### config.mk
export PLATFORM = sky130hd
export DESIGN_NAME = evt_entry_seq
export DESIGN_NICKNAME = d
export VERILOG_FILES = /design/src/rtl/evt_entry_pkg.sv /design/src/rtl/evt_arbiter.sv /design/src/rtl/evt_state_calc.sv /design/src/rtl/evt_entry_seq.sv
export SDC_FILE = /design/constraint.sdc
export NUM_CORES = 1
export LEC_CHECK = 0
export ABC_AREA = 1
export CAP_MARGIN = 15
export CELL_PAD_IN_SITES_DETAIL_PLACEMENT = 2
export CELL_PAD_IN_SITES_GLOBAL_PLACEMENT = 2
export CORE_ASPECT_RATIO = 0.7
export CORE_MARGIN = 5
export CORE_UTILIZATION = 25
export CTS_BUF_LIST = sky130_fd_sc_hd__clkbuf_4 sky130_fd_sc_hd__clkbuf_8 sky130_fd_sc_hd__clkbuf_16
export DETAILED_ROUTE_END_ITERATION = 16
export PLACE_DENSITY = 0.9
export SLEW_MARGIN = 20
export SYNTH_ARGS = -nofsm -noshare
export SYNTH_HDL_FRONTEND = slang
export SYNTH_HIERARCHICAL = 1
export SYNTH_SLANG_ARGS = --single-unit
### constraint.sdc
create_clock -name clk -period 0.8 [get_ports clk]
set_input_delay 0.12 -clock clk [delete_from_list [all_inputs] [get_ports clk]]
set_output_delay 0.12 -clock clk [all_outputs]
set_load 0.03 [all_outputs]
### src/rtl/evt_entry_pkg.sv
package evt_entry_pkg;
  localparam int XLEN     = 32;
  localparam int CODE_W   = 12;
  localparam int MASK_W   = 4;
  localparam int MASK_LO  = 4;
  localparam int SR_BLK   = 28;
  localparam int SR_BANK  = 29;
  localparam int SR_PRIV  = 30;

  localparam logic [CODE_W-1:0] CODE_RESET    = 12'h000;
  localparam logic [CODE_W-1:0] CODE_TLB_LOAD = 12'h040;
  localparam logic [CODE_W-1:0] CODE_TLB_STOR = 12'h060;
  localparam logic [CODE_W-1:0] CODE_TRAP     = 12'h160;
  localparam logic [CODE_W-1:0] CODE_BLK_OK   = 12'h1E0;

  localparam logic [XLEN-1:0] OFS_GENERAL = 32'h0000_0100;
  localparam logic [XLEN-1:0] OFS_TLB     = 32'h0000_0400;
  localparam logic [XLEN-1:0] OFS_IRQ     = 32'h0000_0600;

  typedef enum logic [2:0] {
    EV_NONE, EV_RESET, EV_GEN, EV_TLB, EV_IRQ
  } ev_kind_e;

  function automatic logic is_tlb_class(input logic [CODE_W-1:0] code);
    return (code == CODE_TLB_LOAD) || (code == CODE_TLB_STOR);
  endfunction

  function automatic logic becomes_reset(input logic [CODE_W-1:0] code,
                                         input logic blocked);
    return (code == CODE_RESET) || (blocked && (code != CODE_BLK_OK));
  endfunction

  function automatic logic [XLEN-1:0] entry_status(input logic [XLEN-1:0] sr,
                                                   input logic force_mask);
    logic [XLEN-1:0] r;
    r = sr;
    r[SR_BLK]  = 1'b1;
    r[SR_BANK] = 1'b1;
    r[SR_PRIV] = 1'b1;
    if (force_mask) r[MASK_LO +: MASK_W] = '1;
    return r;
  endfunction

  function automatic logic [XLEN-1:0] handler_addr(input ev_kind_e kind,
                                                   input logic [XLEN-1:0] base,
                                                   input logic [XLEN-1:0] rst_addr);
    case (kind)
      EV_RESET: return rst_addr;
      EV_TLB:   return base + OFS_TLB;
      EV_IRQ:   return base + OFS_IRQ;
      default:  return base + OFS_GENERAL;
    endcase
  endfunction
endpackage

### src/rtl/evt_arbiter.sv
module evt_arbiter
  import evt_entry_pkg::*;
(
  input  logic              exc_req,
  input  logic [CODE_W-1:0] exc_code,
  input  logic              irq_req,
  input  logic              halt_wake,
  input  logic              blocked,
  input  logic              ic_valid,
  output ev_kind_e          kind,
  output logic              wake_use
);
  logic irq_ok;
  assign irq_ok = irq_req && ic_valid && (!blocked || halt_wake);

  always_comb begin
    kind     = EV_NONE;
    wake_use = 1'b0;
    if (exc_req) begin
      if (becomes_reset(exc_code, blocked)) kind = EV_RESET;
      else if (is_tlb_class(exc_code))      kind = EV_TLB;
      else                                  kind = EV_GEN;
    end else if (irq_ok) begin
      kind     = EV_IRQ;
      wake_use = halt_wake;
    end
  end
endmodule

### src/rtl/evt_state_calc.sv
module evt_state_calc
  import evt_entry_pkg::*;
#(
  parameter logic [XLEN-1:0] RESET_PC  = 32'hA000_0000,
  parameter int              TRAP_STEP = 2
) (
  input  ev_kind_e          kind,
  input  logic [CODE_W-1:0] exc_code,
  input  logic [XLEN-1:0]   sr,
  input  logic [XLEN-1:0]   pc,
  input  logic [XLEN-1:0]   base,
  output logic [XLEN-1:0]   nxt_sr,
  output logic [XLEN-1:0]   nxt_spc,
  output logic [XLEN-1:0]   nxt_pc,
  output logic [CODE_W-1:0] nxt_exp
);
  logic is_trap;
  assign is_trap = (kind != EV_IRQ) && (kind != EV_RESET) && (exc_code == CODE_TRAP);

  always_comb begin
    nxt_sr  = entry_status(sr, kind == EV_RESET);
    nxt_pc  = handler_addr(kind, base, RESET_PC);
    nxt_spc = is_trap ? pc + XLEN'(TRAP_STEP) : pc;
    nxt_exp = (kind == EV_RESET) ? CODE_RESET : exc_code;
  end
endmodule

### src/rtl/evt_entry_seq.sv
module evt_entry_seq
  import evt_entry_pkg::*;
#(
  parameter logic [XLEN-1:0] RESET_PC  = 32'hA000_0000,
  parameter int              TRAP_STEP = 2
) (
  input  logic              clk,
  input  logic              rst_n,
  input  logic              exc_req,
  input  logic [CODE_W-1:0] exc_code,
  input  logic              irq_req,
  input  logic              halt_wake,
  input  logic [XLEN-1:0]   cur_sr,
  input  logic [XLEN-1:0]   cur_pc,
  input  logic [XLEN-1:0]   cur_r15,
  input  logic [XLEN-1:0]   vbr,
  output logic [MASK_W-1:0] ic_mask,
  input  logic              ic_valid,
  input  logic [CODE_W-1:0] ic_vector,
  output logic              entry_pulse,
  output logic              exc_ack,
  output logic              wake_clr,
  output logic [XLEN-1:0]   new_sr,
  output logic [XLEN-1:0]   new_pc,
  output logic [XLEN-1:0]   saved_sr,
  output logic [XLEN-1:0]   saved_pc,
  output logic [XLEN-1:0]   saved_gr,
  output logic [CODE_W-1:0] exp_code,
  output logic [CODE_W-1:0] int_code
);
  ev_kind_e          kind;
  logic              wake_use;
  logic              take;
  logic              take_exc;
  logic [XLEN-1:0]   nxt_sr, nxt_spc, nxt_pc;
  logic [CODE_W-1:0] nxt_exp;

  assign ic_mask = cur_sr[MASK_LO +: MASK_W];

  evt_arbiter u_arb (
    .exc_req   (exc_req),
    .exc_code  (exc_code),
    .irq_req   (irq_req),
    .halt_wake (halt_wake),
    .blocked   (cur_sr[SR_BLK]),
    .ic_valid  (ic_valid),
    .kind      (kind),
    .wake_use  (wake_use)
  );

  evt_state_calc #(.RESET_PC(RESET_PC), .TRAP_STEP(TRAP_STEP)) u_calc (
    .kind     (kind),
    .exc_code (exc_code),
    .sr       (cur_sr),
    .pc       (cur_pc),
    .base     (vbr),
    .nxt_sr   (nxt_sr),
    .nxt_spc  (nxt_spc),
    .nxt_pc   (nxt_pc),
    .nxt_exp  (nxt_exp)
  );

  assign take     = (kind != EV_NONE);
  assign take_exc = take && (kind != EV_IRQ);

  always_ff @(posedge clk or negedge rst_n) begin
    if (!rst_n) begin
      entry_pulse <= 1'b0;
      exc_ack     <= 1'b0;
      wake_clr    <= 1'b0;
      new_sr      <= '0;
      new_pc      <= '0;
      saved_sr    <= '0;
      saved_pc    <= '0;
      saved_gr    <= '0;
      exp_code    <= '0;
      int_code    <= '0;
    end else begin
      entry_pulse <= take;
      exc_ack     <= take_exc;
      wake_clr    <= wake_use;
      if (take) begin
        new_sr   <= nxt_sr;
        new_pc   <= nxt_pc;
        saved_sr <= cur_sr;
        saved_pc <= nxt_spc;
        saved_gr <= cur_r15;
      end
      if (take_exc)       exp_code <= nxt_exp;
      if (kind == EV_IRQ) int_code <= ic_vector;
    end
  end


  exc_first_chk: assert property (@(posedge clk) disable iff (!rst_n)
    exc_req |=> (entry_pulse && exc_ack));


  blk_reset_chk: assert property (@(posedge clk) disable iff (!rst_n)
    (exc_req && cur_sr[SR_BLK] && exc_code != CODE_BLK_OK)
      |=> (exp_code == CODE_RESET && new_pc == RESET_PC && new_sr[MASK_LO +: MASK_W] == '1));


  irq_blocked_chk: assert property (@(posedge clk) disable iff (!rst_n)
    (!exc_req && cur_sr[SR_BLK] && !halt_wake) |=> !entry_pulse);


  halt_wake_chk: assert property (@(posedge clk) disable iff (!rst_n)
    (!exc_req && irq_req && ic_valid && cur_sr[SR_BLK] && halt_wake)
      |=> (entry_pulse && wake_clr && !exc_ack));


  no_vector_chk: assert property (@(posedge clk) disable iff (!rst_n)
    (!exc_req && !ic_valid) |=> !entry_pulse);


  shadow_copy_chk: assert property (@(posedge clk) disable iff (!rst_n)
    entry_pulse |-> (saved_sr == $past(cur_sr) && saved_gr == $past(cur_r15)));


  entry_bits_chk: assert property (@(posedge clk) disable iff (!rst_n)
    entry_pulse |-> (new_sr[SR_PRIV] && new_sr[SR_BANK] && new_sr[SR_BLK]));


  hold_chk: assert property (@(posedge clk) disable iff (!rst_n)
    !take |=> ($stable(new_pc) && $stable(saved_pc) && $stable(exp_code) && !entry_pulse));
endmodule

==> results by group <==
Detailed routing
  • WL final: 87800 um
  • Via count: 15200
  • Antenna Nets Post-Route: 0
  • Vias per cell: 5.31
  • DRC: 0
  • Drt wl/cell: 30.8 um
  • Drt initial violations: between 1000 and 1500
  • First-pass DRT Iterations: 5

Power and ir drop
  • Peak supply drop: 0.00158 V
  • Switching pwr: 15.7 mW
  • Sequential share of power: 0.320
  • Fraction of power consumed by combinational cells: 0.433
  • Pwr dens: 1820 nW/um2
  • Share of total power in the clock network: 0.247
  • Leakage: 10.7 nW
  • Sw frac: 0.412
  • Internal power: 22.5 mW

Final layout
  • Final Util: 0.483
  • Share of cells above drive strength 1: 0.440
  • Final non-filler cell area: approximately 21000 um2
  • # nets final: around 2400
  • P&R area growth vs syn: 92.1%
  • Fillers: approximately 4600

GRT
  • Antenna violations before repair: 9
  • Grt total ovfl: 0
  • Largest net degree at the start of global routing: 41
  • First-pass GRT wire length: 97700 um
  • All-layer global routing usage: 0.266
  • Vias in the first global route: approximately 16000

STA
  • RSZ-0062 raised after global routing: true
  • Fin crit share: 2.46
  • Final setup TNS: -228.90 ns
  • Post-Route Skew: 0 ns
  • Setup violators final: 373
  • WHS: 0.00190 ns
  • Worst Slack Setup Final: -1.17 ns
  • Max Slew Vio Count: 0
  • Final hold vios: 0
  • Fmax: roughly 510 MHz
  • Tmin final: slightly below 2 ns

Logic synthesis
  • Ys Warns: 6
  • Async set or reset register ratio after synthesis: 1.00
  • Mapped Avg Cell Area: roughly 7 um2
  • Post-synth EDFFs: 0
  • Post-synthesis cell count: 1560
  • Post-Syn Area: 10900 um2
  • Seq/Total Area, Yosys: 0.429
  • #FFs+latches synth: 187
  • Synth cell types: 34
  • Synth Flop Type: dfrtp_1

Floorplanning
  • Die Y: approximately 180 um
  • Placeable Area: 43400 um2
  • IO Count: 349
  • Row cnt: 64
  • Initial cell density of the core: 0.251
  • Die area: 48000 um2
  • Die width: between 200 and 300 um

Placement
  • Post-DP HPWL: 45200 um
  • Place WS: -1.89 ns
  • Buffers on Ports: 348
  • RD Place Congestion: 0.910
  • Post-Place Cell Area: 16200 um2

Status
  • Outcome: finished with violations
  • Failing checks: negative setup slack

Clock tree
  • CTS tree: yes
  • H-tree depth: 4
  • Max Root-Sink Buffers: 2
  • Total CTS buffers: 17
  • # clock sinks: 187
  • CTS clock-pin slew for the worst setup and hold paths: 0.09 ns
  • CTS Root Cell: clkbuf_16
  • Worst-Skew Late Latency: 0.48 ns

Setup path
  • Setup Crit Path Kind: input pin to flip-flop
  • CP Capture Type: flip-flop
  • Req. time, crit path: 1.14 ns
  • Crit path DAT: 2.30 ns
  • Setup crit start kind: input pin
  • Crit path max fanout: 2

Hold path
  • Class of the worst hold path: input pin to flip-flop

Run
  • Max-Cap Viols: 0
## state kept, by name (all words and copies together), names as in the netlist, 12 cells and up
signal,count
new_pc,32
saved_pc,32
int_code,12
exp_code,12
new_sr,32
saved_sr,32
saved_gr,32
## repair_timing
item / in CTS / in global routing
pin swaps: 65 / 69
hold buffers: 1 / 3
setup endpoints to repair: 377 / 377
endpoints found under the hold margin: 187 / 3
setup buffers: 22 / 157
resized for setup: 254 / 452
cloned: 16 / 16
## routing by layer
metal / global-route usage / wire length (um) / vias up
met5: 0 / 0 / -
met2: 0.473 / 45000 / 774
li1: - / - / 6269
met3: 0.0578 / 4850 / 325
met4: 0.104 / 5740 / 0
met1: 0.317 / 32200 / 7788
## Yosys cell counts (2+ instances only)
master    number  area, um2
nor3_1        17       85.1
xor2_1        21        184
dfrtp_1      187       4680
nor2_1        82        308
ha_1           6       75.1
o21ai_1        6       30.0
nor2_2         5       31.3
o221ai_1       2       17.5
xnor2_1        4       35.0
nand3b_1       8       60.1
buf_4         45        338
nand2_1      642       2410
a21oi_1       18       90.1
o21ai_0       47        235
nand3_1      253       1270
nor2_4        12        135
inv_2          5       18.8
nand2_4        2       22.5
buf_1          2       7.51
o211ai_1       4       30.0
inv_1        107        402
nand4_1       10       62.6
buf_2         39        195
nand2_2        8       50.1
clkbuf_1      19       71.3
## cell usage in the layout, fill, tap and decap left out, drive strengths merged, types with 5 or more instances in the layout
cell,Yosys,layout
a21oi,18,18
buf,86,596
clkbuf,19,30
clkdlybuf4s50,0,119
clkinv,0,5
dfrtp,187,187
diode,0,9
dlygate4sd2,0,14
dlymetal6s2s,0,10
ha,6,6
inv,113,119
nand2,652,654
nand3,254,254
nand3b,9,9
nand4,10,10
nor2,99,99
nor3,18,18
o21ai,53,53
xor2,21,21
## critical path, stage by stage
cell	delay, ns
clkdlybuf4s50_1	0.52
nand2_1	0.15
nor3_2	0.34
nand2_2	0.16
buf_4	0.18
nor2_1	0.16
nand2_1	0.14
nand2_1	0.11
nand2_1	0.09
nand2_2	0.08
nand2_2	0.06
nand2_2	0.07
nand2_1	0.13
## path summary, 6_finish.rpt
path | from | end | slack (ns) | cells past startpoint
max | cur_pc[11] | saved_pc[23]$_DFFE_PN0P_ | -1.17 | 13
min | cur_sr[7] | saved_sr[7]$_DFFE_PN0P_ | 0.002 | 3
max reg2reg | saved_pc[14]$_DFFE_PN0P_ | saved_pc[14]$_DFFE_PN0P_ | -0.18 | 3
min reg2reg | exp_code[4]$_DFFE_PN0P_ | exp_code[4]$_DFFE_PN0P_ | 0.53 | 2
max in group asynchronous | rst_n | saved_pc[17]$_DFFE_PN0P_ | 0.05 | 3
min in group asynchronous | rst_n | saved_gr[0]$_DFFE_PN0P_ | 0.14 | 2
## power by group through the flow
stage	clock network [mW]	registers, mW	logic [mW]
final	9.43	12.2	16.6
after global routing	9.99	12.3	17.1
after CTS	9.28	11.8	12.2
after detailed placement	0	11.9	11.2
after global placement	0	11.8	10.6
after floorplan	0	14.4	2.92
## layout make-up
cell class              count  area (um2)  area share
diodes                      9        22.5     0.00108
clock buffers              17         425      0.0203
clock inverters            15         158     0.00753
inverters                 113         449      0.0214
multi-input cells        1159        6630       0.316
flip-flops and latches    187        4680       0.223
well taps                 594         743      0.0355
repair buffers            760        7840       0.374
## cells by family after synthesis
kind of cell | Yosys count | synth area share
xor+xnor | 25 | 0.0201
simple gates | 1046 | 0.411
other cells | 1 | 0.000344
flops | 187 | 0.429
buf+inv | 218 | 0.0952
compound gates | 77 | 0.0369
fa+ha+maj | 6 | 0.00688
## per-stage QoR
| stage | instances | power, mW |
|---|---|---|
| final | 2854 | 38.2 |
| after global routing | 2854 | 39.4 |
| after CTS | 2680 | 33.3 |
| after detailed placement | 2611 | 23.1 |
| after global placement | 2611 | 22.4 |
| after floorplan | 1562 | 17.3 |
No activity file was read; power rests on OpenSTA's default activity.
